**src/rtl/ascmp_pkg.sv**
```systemverilog
package ascmp_pkg;

    localparam int FN_W = 7;

    // Function codes (decoded by the instruction front end)
    localparam logic [FN_W-1:0] FN_ADD32    = 7'h00;
    localparam logic [FN_W-1:0] FN_ADD32_T  = 7'h40;
    localparam logic [FN_W-1:0] FN_SC4ADD32 = 7'h02;
    localparam logic [FN_W-1:0] FN_SC8ADD32 = 7'h12;
    localparam logic [FN_W-1:0] FN_ADD64    = 7'h20;
    localparam logic [FN_W-1:0] FN_ADD64_T  = 7'h60;
    localparam logic [FN_W-1:0] FN_SC4ADD64 = 7'h22;
    localparam logic [FN_W-1:0] FN_SC8ADD64 = 7'h32;
    localparam logic [FN_W-1:0] FN_SUB32    = 7'h09;
    localparam logic [FN_W-1:0] FN_SUB32_T  = 7'h49;
    localparam logic [FN_W-1:0] FN_SC4SUB32 = 7'h0B;
    localparam logic [FN_W-1:0] FN_SC8SUB32 = 7'h1B;
    localparam logic [FN_W-1:0] FN_SUB64    = 7'h29;
    localparam logic [FN_W-1:0] FN_SUB64_T  = 7'h69;
    localparam logic [FN_W-1:0] FN_SC4SUB64 = 7'h2B;
    localparam logic [FN_W-1:0] FN_SC8SUB64 = 7'h3B;
    localparam logic [FN_W-1:0] FN_CMP_EQ   = 7'h2D;
    localparam logic [FN_W-1:0] FN_CMP_SLE  = 7'h6D;
    localparam logic [FN_W-1:0] FN_CMP_SLT  = 7'h4D;
    localparam logic [FN_W-1:0] FN_CMP_ULE  = 7'h3D;
    localparam logic [FN_W-1:0] FN_CMP_ULT  = 7'h1D;
    localparam logic [FN_W-1:0] FN_BYTE_GE  = 7'h0F;

    typedef enum logic [1:0] {
        GRP_ARITH,
        GRP_CMP,
        GRP_BYTES,
        GRP_NONE
    } grp_e;

    typedef enum logic [2:0] {
        CMP_EQ,
        CMP_SLE,
        CMP_SLT,
        CMP_ULE,
        CMP_ULT
    } cmp_e;

    typedef struct packed {
        grp_e       grp;
        logic       sub;     // subtract instead of add
        logic [1:0] shamt;   // left shift applied to A
        logic       narrow;  // 32-bit form
        logic       trap;    // overflow raises a fault
        cmp_e       cmp;
    } ctl_t;

    function automatic ctl_t arith_ctl(logic sub, logic [1:0] shamt,
                                       logic narrow, logic trap);
        ctl_t c;
        c.grp    = GRP_ARITH;
        c.sub    = sub;
        c.shamt  = shamt;
        c.narrow = narrow;
        c.trap   = trap;
        c.cmp    = CMP_EQ;
        return c;
    endfunction

    function automatic ctl_t cmp_ctl(grp_e g, cmp_e k);
        ctl_t c;
        c.grp    = g;
        c.sub    = 1'b0;
        c.shamt  = 2'd0;
        c.narrow = 1'b0;
        c.trap   = 1'b0;
        c.cmp    = k;
        return c;
    endfunction

    function automatic ctl_t decode_fn(logic [FN_W-1:0] f);
        ctl_t c;
        case (f)
            FN_ADD32:    c = arith_ctl(1'b0, 2'd0, 1'b1, 1'b0);
            FN_ADD32_T:  c = arith_ctl(1'b0, 2'd0, 1'b1, 1'b1);
            FN_SC4ADD32: c = arith_ctl(1'b0, 2'd2, 1'b1, 1'b0);
            FN_SC8ADD32: c = arith_ctl(1'b0, 2'd3, 1'b1, 1'b0);
            FN_ADD64:    c = arith_ctl(1'b0, 2'd0, 1'b0, 1'b0);
            FN_ADD64_T:  c = arith_ctl(1'b0, 2'd0, 1'b0, 1'b1);
            FN_SC4ADD64: c = arith_ctl(1'b0, 2'd2, 1'b0, 1'b0);
            FN_SC8ADD64: c = arith_ctl(1'b0, 2'd3, 1'b0, 1'b0);
            FN_SUB32:    c = arith_ctl(1'b1, 2'd0, 1'b1, 1'b0);
            FN_SUB32_T:  c = arith_ctl(1'b1, 2'd0, 1'b1, 1'b1);
            FN_SC4SUB32: c = arith_ctl(1'b1, 2'd2, 1'b1, 1'b0);
            FN_SC8SUB32: c = arith_ctl(1'b1, 2'd3, 1'b1, 1'b0);
            FN_SUB64:    c = arith_ctl(1'b1, 2'd0, 1'b0, 1'b0);
            FN_SUB64_T:  c = arith_ctl(1'b1, 2'd0, 1'b0, 1'b1);
            FN_SC4SUB64: c = arith_ctl(1'b1, 2'd2, 1'b0, 1'b0);
            FN_SC8SUB64: c = arith_ctl(1'b1, 2'd3, 1'b0, 1'b0);
            FN_CMP_EQ:   c = cmp_ctl(GRP_CMP, CMP_EQ);
            FN_CMP_SLE:  c = cmp_ctl(GRP_CMP, CMP_SLE);
            FN_CMP_SLT:  c = cmp_ctl(GRP_CMP, CMP_SLT);
            FN_CMP_ULE:  c = cmp_ctl(GRP_CMP, CMP_ULE);
            FN_CMP_ULT:  c = cmp_ctl(GRP_CMP, CMP_ULT);
            FN_BYTE_GE:  c = cmp_ctl(GRP_BYTES, CMP_EQ);
            default:     c = cmp_ctl(GRP_NONE, CMP_EQ);
        endcase
        return c;
    endfunction

endpackage

```
**src/rtl/ascmp_decode.sv**
```systemverilog
module ascmp_decode
    import ascmp_pkg::*;
(
    input  logic [FN_W-1:0] func,
    output ctl_t            ctl
);
    always_comb ctl = decode_fn(func);
endmodule

```
**src/rtl/ascmp_adder.sv**
```systemverilog
module ascmp_adder
    import ascmp_pkg::*;
#(
    parameter int W  = 64,
    parameter int NW = 32
) (
    input  logic [W-1:0] a,
    input  logic [W-1:0] b,
    input  ctl_t         ctl,
    output logic [W-1:0] sum,
    output logic         ovf
);
    localparam int EXT = W - NW;

    logic [W-1:0] a_sh;
    logic [W-1:0] b_eff;
    logic [W-1:0] raw;
    logic         sa, sb, sr;

    always_comb begin
        a_sh  = a << ctl.shamt;
        b_eff = ctl.sub ? ~b : b;
        raw   = a_sh + b_eff + W'(ctl.sub);

        if (ctl.narrow) begin
            sum = {{EXT{raw[NW-1]}}, raw[NW-1:0]};
            sa  = a[NW-1];
            sb  = b[NW-1];
            sr  = raw[NW-1];
        end else begin
            sum = raw;
            sa  = a[W-1];
            sb  = b[W-1];
            sr  = raw[W-1];
        end

        // add: like signs, result flips; sub: unlike signs, result flips
        ovf = ctl.trap && (ctl.sub ? (sa != sb) : (sa == sb)) && (sr != sa);
    end
endmodule

```
**src/rtl/ascmp_compare.sv**
```systemverilog
module ascmp_compare
    import ascmp_pkg::*;
#(
    parameter int W = 64
) (
    input  logic [W-1:0]   a,
    input  logic [W-1:0]   b,
    input  cmp_e           sel,
    output logic           flag,
    output logic [W/8-1:0] lane_ge
);
    localparam int NB = W / 8;

    logic eq, slt, ult;

    always_comb begin
        eq  = (a == b);
        slt = ($signed(a) < $signed(b));
        ult = (a < b);
        case (sel)
            CMP_EQ:  flag = eq;
            CMP_SLE: flag = slt | eq;
            CMP_SLT: flag = slt;
            CMP_ULE: flag = ult | eq;
            CMP_ULT: flag = ult;
            default: flag = 1'b0;
        endcase
    end

    for (genvar i = 0; i < NB; i++) begin : g_lane
        assign lane_ge[i] = (a[8*i +: 8] >= b[8*i +: 8]);
    end
endmodule

```
**src/rtl/ascmp_unit.sv**
```systemverilog
module ascmp_unit
    import ascmp_pkg::*;
#(
    parameter int W   = 64,
    parameter int NW  = 32,
    parameter int LIT = 8
) (
    input  logic [W-1:0]    opnd_a,
    input  logic [W-1:0]    reg_b,
    input  logic [LIT-1:0]  lit_b,
    input  logic            use_lit,
    input  logic [FN_W-1:0] func,
    output logic [W-1:0]    result,
    output logic            ovf_fault,
    output logic            bad_func
);
    localparam int NB = W / 8;

    ctl_t           ctl;
    logic [W-1:0]   b_op;
    logic [W-1:0]   sum;
    logic           ovf;
    logic           flag;
    logic [NB-1:0]  lane_ge;

    assign b_op = use_lit ? {{(W-LIT){1'b0}}, lit_b} : reg_b;

    ascmp_decode u_dec (
        .func (func),
        .ctl  (ctl)
    );

    ascmp_adder #(.W(W), .NW(NW)) u_add (
        .a   (opnd_a),
        .b   (b_op),
        .ctl (ctl),
        .sum (sum),
        .ovf (ovf)
    );

    ascmp_compare #(.W(W)) u_cmp (
        .a       (opnd_a),
        .b       (b_op),
        .sel     (ctl.cmp),
        .flag    (flag),
        .lane_ge (lane_ge)
    );

    always_comb begin
        ovf_fault = 1'b0;
        bad_func  = 1'b0;
        case (ctl.grp)
            GRP_ARITH: begin
                result    = sum;
                ovf_fault = ovf;
            end
            GRP_CMP:   result = {{(W-1){1'b0}}, flag};
            GRP_BYTES: result = {{(W-NB){1'b0}}, lane_ge};
            default: begin
                result   = '0;
                bad_func = 1'b1;
            end
        endcase
    end
endmodule

```
**config.mk**
```make
export PLATFORM = sky130hd
export DESIGN_NAME = ascmp_unit
export DESIGN_NICKNAME = d
export VERILOG_FILES = /design/src/rtl/ascmp_pkg.sv /design/src/rtl/ascmp_decode.sv /design/src/rtl/ascmp_adder.sv /design/src/rtl/ascmp_compare.sv /design/src/rtl/ascmp_unit.sv
export SDC_FILE = /design/constraint.sdc
export NUM_CORES = 1
export LEC_CHECK = 0
export BUFFER_PORTS_ARGS = -buffer_cell sky130_fd_sc_hd__buf_2
export CAP_MARGIN = 10
export CORE_ASPECT_RATIO = 0.7
export CORE_UTILIZATION = 55
export DETAILED_ROUTE_END_ITERATION = 6
export GPL_TIMING_DRIVEN = 0
export PLACE_DENSITY_LB_ADDON = 0.25
export SETUP_SLACK_MARGIN = 0.3
export SLEW_MARGIN = 20
export SYNTH_ARGS = -nofsm -noshare
export SYNTH_HDL_FRONTEND = slang
export SYNTH_HIERARCHICAL = 1
export SYNTH_SLANG_ARGS = --single-unit
```
**constraint.sdc**
```tcl
create_clock -name vclk -period 13.2
set_clock_uncertainty 0.15 [all_clocks]
set_input_delay 1.32 -clock vclk [all_inputs]
set_output_delay 1.32 -clock vclk [all_outputs]
set_load 0.02 [all_outputs]
```
# --- Yosys cells after proc, flatten, opt, wreduce, memory -nomap -nowiden ---
# Index checks and enable logic that the tools add are counted.
word_totals:
  regBits: 0
  in_bits: 144
  output_inout_bits: 66
  elab_cells: 65
classes:
  addsub: 2
  magnitude_cmp: 10
  eq_ne: 31
  shifts: 1
  mux: 12
  bitwise_logic: 3
  reduce_logical: 6
op_table:
  columns: ["cell", "count"]
  rows:
  - ["$pmux W10 S22", 1]
  - ["$mux W64", 3]
  - ["$pmux W64 S3", 1]
  - ["$lt A64 B64 Y1", 2]
  - ["$add A64 B1 Y64", 1]
  - ["$add A64 B64 Y64", 1]
  - ["$eq A64 B64 Y1", 1]
  - ["$ge A8 B8 Y1", 8]
  - ["$not A64 Y64", 1]
  - ["$shl A64 B2 Y64", 1]
  - ["$eq A7 B6 Y1 const B", 8]
  - ["$eq A7 B7 Y1 const B", 6]
  - ["$eq A7 B4 Y1 const B", 3]
  - ["$eq A7 B5 Y1 const B", 3]
  - ["$eq A7 B2 Y1 const B", 1]
  - ["$logic_not A7 Y1", 1]
  - ["$eq A3 B2 Y1 const B", 2]
  - ["$mux W1", 6]
  - ["$pmux W1 S5", 1]
  - ["$eq A3 B1 Y1 const B", 1]
  - ["$eq A3 B3 Y1 const B", 1]
  - ["$logic_not A3 Y1", 1]
  - ["$reduce_or A3 Y1", 1]
  - ["$eq A2 B1 Y1 const B", 1]
  - ["other kinds (6)", 9]

# --- Longest topological paths before layout ---
# Gate-level depths: netlist of the first run.
depth:
  depth_word: 9
  ltp_mapped: 20
  ltp_nobuf: 16

# --- Hierarchy ---
# The synthesis of the first run kept the hierarchy.
modules_own_cells:
  columns: ["module", "n_inst", "cells_each", "area_each_um2", "seq_area_each_um2"]
  rows:
  - ["ascmp_adder", 1, 795, 6406.1, 0.0]
  - ["ascmp_compare", 1, 287, 2038.2, 0.0]
  - ["ascmp_unit", 1, 155, 1054.8, 0.0]
  - ["ascmp_decode", 1, 29, 177.7, 0.0]

# --- Worst setup path after synthesis of the first run ---
# OpenSTA, ideal clock, no wires.
synth_timing:
  kind: "input port to output port"
  from: "input port func[6]"
  to: "output port result[63]"
  t_arrival_ns: 6.251
  t_required_ns: 11.730
  path_slack_ns: 5.479
  path_stages: 20
  path_buffers: 5
  cell_sequence: "buf_2 -> nor2b_2 -> nor3b_1 -> and2_1 -> buf_1 -> buf_1 -> mux4_2 -> ha_1 -> buf_2 -> nand2_2 -> nor3_4 -> or3b_1 -> a311oi_2 -> a211oi_2 -> a21oi_2 -> a21oi_2 -> xnor2_1 -> a21bo_1 -> buf_4 -> and2_1"
synth_lines:
  columns: ["item", "line_no", "rtl"]
  rows:
  - ["start: declaration", "ascmp_unit.sv:12", "input logic [FN_W-1:0] func,"]
  - ["end: declaration", "ascmp_unit.sv:13", "output logic [W-1:0] result,"]

==> flow_metrics.tcl, run 1 <==
set metrics [dict create \
    outcome "finished, final reports clean" \
    pin_count 210 \
    dieWidth_um 161 \
    relSlewSlack_pct 39.5 \
    path_common_cell "buf_2" \
    crit_buf_inv 6 \
    place_hpwl_mm 27.3 \
    crit_required_ns 11.73 \
    placed_area_um2 11000 \
    critPathTopFamily "buffers and inverters" \
    slowest_delay_ns 0.69 \
    netlist_area_um2 9680 \
    worst_slew_pin_slew_ns 0.908 \
    drtAntennaViolNets 0 \
    finish.net_count 1754 \
    critical-path-slowest-cell "buf_1" \
    max_freq_mhz 111 \
    design_area_um2 11000 \
    coreArea_um2 17200 \
    grt_pass1_vias 9570 \
    ctsHoldBuffers 0 \
    finalSetupViolCount 0 \
    design.seq.count 0 \
    synth.distinct_cells 96 \
    hp-class "primary input to primary output" \
    grt_pass1_wl_mm 50.4 \
    grt_max_degree 11 \
    dieArea_um2 18100 \
    ys_seq_area_share_pct 0 \
    period_share_pct 68.2 \
    drtPass1Iterations 5 \
    vias 10700 \
    finalWeightedCongestion 1.01 \
    period_minus_slack_ns 9.00 \
    antenna_found_initial 1 \
    hold_viol 0 \
    wirelength_mm 32.1 \
    path_cells "buf_2 -> xor2_2 -> nor3b_2 -> and2_1 -> buf_1 -> buf_1 -> mux4_2 -> ha_1 -> buf_2 -> nand4_1 -> nor4_1 -> a21oi_1 -> nand3_1 -> a21oi_1 -> a21oi_2 -> xor2_2 -> nand2_1 -> clkbuf_1 -> o21ai_0 -> and2_1 -> buf_2" \
    clkbuf_count 0 \
    syn_avg_cell_area_um2 7.64 \
    drive_gt1_share_pct 24.4 \
    tns_ns 0 \
    worstPathArrival_ns 7.53 \
    grt.total_usage_pct 34.5 \
    synth_nets 1544 \
    initial_core_util_pct 56.4 \
    syn2layout_area_growth_pct 13.9 \
    initialDrtViolationCount 1165 \
    die_h_um 113 \
    final_common_cell "buf_2" \
    port_buffers 208 \
    placementRows 40 \
    worst_setup_path_start_kind "primary input" \
    synth_cells 1266 \
    ys_warn_count 6 \
    rsz0062_at_grt "false" \
    viasPerCell 6.25 \
    final_cell_mix "232 x buf_2, 133 x ha_1, 106 x a21oi_1" \
    finalMaxSlewViolations 0 \
    cap_violations 0 \
    crit_path_end_kind "primary output" \
    worstPathMaxFanout 10 \
    seq_area_um2 0 \
    post_cts_buffers 0 \
    cts-resized-gates 0 \
    grt_remaining_overflow 0 \
    wl_per_cell_um 18.8 \
    path_class "primary input to primary output" \
    drc 0 \
]
-- worst paths after layout --
path	depth (start not counted)	startpoint	slack, ns	to
max	21	func[0]	4.20	result[45]
min	6	opnd_a[0]	3.17	result[0]
-- layout make-up --
cell class / count / area (um^2)
well taps: 231 / 289
fillers: 1588 / 6150
multi-input cells: 1092 / 8910
diodes: 3 / 7.51
repair buffers: 208 / 1040
plain buffers: 74 / 392
inverters: 100 / 375
-- cells in the mapped netlist, drive strengths merged (43+ instances only) --
cell type	number	area [um^2]
nand4	43	290
nor2b	69	434
a21oi	111	574
xor2	89	795
nor2	72	273
nand2	73	277
ha	133	1660
o21ai	87	439
and2	60	375
mux4	60	1350
inv	100	375
a21o	44	330
buf	55	319
-- cells by family (layout without fill, tap and decap cells) --
group           after synthesis  count (layout)  synth area share, %
simple gates                410             410                 23.8
compound gates              343             343                 23.1
buf+inv                     174             382                 7.93
fa+ha+maj                   135             135                 17.5
xor+xnor                    122             122                 11.2
mux                          82              82                 16.5
other cells                   0               3                    0
-- routing by layer --
metal	global-route usage, %	wire, um
met3	6.52	3800
met1	52.5	14900
met2	49.0	12700
met4	8.57	775
met5	0	0
-- worst min-delay path: cells and delay by family --
kind	cells	cell delay (ns)
buffers and inverters	2	0.32
and+or+nand+nor	1	0.08
AOI/OAI and AO/OA	1	0.12
xor gates and xnor gates	1	0.06
muxes	1	0.11
-- stage by stage --
stage	util [%]	instances	setup WS, ns	hold slack (ns)
3_3_place_gp	64.1	1705	3.98	3.17
2_1_floorplan	-	1266	5.48	2.86
3_5_place_dp	64.1	1705	3.94	3.15
6_report	64.2	1708	4.20	3.17
4_1_cts	64.1	1705	3.90	3.16
5_1_grt	64.1	1705	3.71	3.23
==> run 2, diff against run 1 <==
clock period = 8.89 ns   (was 13.2 ns; I/O delays follow)
==> run 2 against run 1 <==
Against the previous run: sequential share of layout area unchanged; worst hold slack worse by 0.86 ns; utilization about the same; first-iteration DRC count up 11%; critical path depth unchanged; flip-flop and latch count unchanged; clock-buffer cell count unchanged; via count about the same; critical endpoint unchanged; highest routed layer unchanged.
==> flow_metrics.tcl, run 2 (synthesis results as in run 1) <==
set metrics [dict create \
    drive_gt1_share_pct 24.4 \
    worstPathMaxFanout 10 \
    dieWidth_um 161 \
    finalMaxSlewViolations 0 \
    crit_required_ns 7.85 \
    final_common_cell "buf_2" \
    outcome "finished, final reports clean" \
    period_share_pct 91.7 \
    placementRows 40 \
    swShare_pct 59.2 \
    hold_viol 0 \
    grt_remaining_overflow 0 \
    p_int_mw 0.333 \
    antenna_found_initial 1 \
    die_h_um 113 \
    crit_path_end_kind "primary output" \
    pwr-share-comb_pct 100.0 \
    cap_violations 0 \
    initial_core_util_pct 56.4 \
    design.seq.count 0 \
    grt_pass1_wl_mm 50.4 \
    wirelength_mm 32.3 \
    port_buffers 208 \
    drtPass1Iterations 6 \
    grt_pass1_vias 9570 \
    placed_area_um2 11000 \
    multi_input_area_um2 8910 \
    place_hpwl_mm 27.3 \
    syn2layout_area_growth_pct 13.9 \
    cellPowerDensity_nw_per_um2 74.1 \
    seq_area_um2 0 \
    rsz0062_at_grt "false" \
    fillers 1590 \
    grt.total_usage_pct 34.5 \
    instances_no_fill 1706 \
    finish.net_count 1754 \
    vdd_ir_drop_max_mv 0.0323 \
    hp-class "primary input to primary output" \
    path_class "primary input to primary output" \
    total_power_mw 0.817 \
    p_leak_nw 5.39 \
    drc 0 \
    max_freq_mhz 123 \
    ctsHoldBuffers 0 \
    vias 10700 \
    cts-resized-gates 0 \
    tns_ns 0 \
    p_clk_share_pct 0 \
    worst_setup_path_start_kind "primary input" \
    clkbuf_count 0 \
    period_minus_slack_ns 8.15 \
    dp_cells 1705 \
    grt_max_degree 11 \
    worstPathArrival_ns 7.11 \
    finalWeightedCongestion 1.01 \
    dieArea_um2 18100 \
    post_cts_buffers 0 \
    coreArea_um2 17200 \
    design_area_um2 11000 \
    seqPwrFrac_pct 0 \
    drtAntennaViolNets 0 \
    initialDrtViolationCount 1290 \
    finalSetupViolCount 0 \
    pin_count 210 \
    wl_per_cell_um 18.9 \
    worst_slew_pin_slew_ns 0.919 \
    final_cell_mix "232 x buf_2, 133 x ha_1, 106 x a21oi_1" \
    relSlewSlack_pct 38.7 \
    p_switching_mw 0.484 \
    viasPerCell 6.25 \
]
run 2: cell count changes in the layout (fill, tap and decap cells not counted), sizes merged:
cell,before,now
buf,263,261
diode,3,1
clkdlybuf4s15,0,1
clkbuf,19,20
run 2: worst max-delay path, stage by stage:
cell	delay (ns)
buf_2	0.13
xor2_2	0.21
nor3b_2	0.56
and2_1	0.30
clkdlybuf4s15_1	0.70
buf_1	0.67
mux4_2	0.59
ha_1	0.31
buf_2	0.19
nand4_1	0.13
nor4_1	0.44
a21oi_1	0.13
nand3_1	0.17
a21oi_1	0.13
a21oi_2	0.20
xor2_2	0.38
nand2_1	0.17
clkbuf_1	0.24
o21ai_0	0.23
and2_1	0.18
buf_2	0.16
run 2: area by class of cell:
type,instances,area share (%)
tap,231,2.62
buffer,74,3.62
timing repair buffer,208,9.44
inverter,100,3.41
multi-input combinational,1092,80.9
antenna,1,0.0227
run 2: routing by layer:
layer  GRT usage [%]  wire length [um]
met1            52.5             15000
met2            49.0             12700
met3            6.52              3820
met4            8.57               786
met5               0                 0
run 2: worst paths after layout:
check | start | cells past startpoint | end | slack (ns)
min | opnd_a[0] | 6 | result[0] | 2.31
max | func[0] | 21 | result[45] | 0.74
run 2: power groups by stage:
stage	clock (mW)	combinational [mW]	sequential [mW]
6_report	0.00000000000312	0.817	0
2_1_floorplan	0	0.577	0
3_5_place_dp	0	0.788	0
5_1_grt	0	0.889	0
4_1_cts	0	0.793	0
3_3_place_gp	0	0.777	0
run 2: stage by stage:
step	hold WS (ns)	setup WS [ns]	util, %
after global routing	2.37	0.360	64.2
final	2.31	0.742	64.2
after CTS	2.30	0.448	64.1
after detailed placement	2.29	0.488	64.1
after floorplan	2.00	2.03	-
after global placement	2.31	0.530	64.1
No activity file was read; power rests on OpenSTA's default activity.
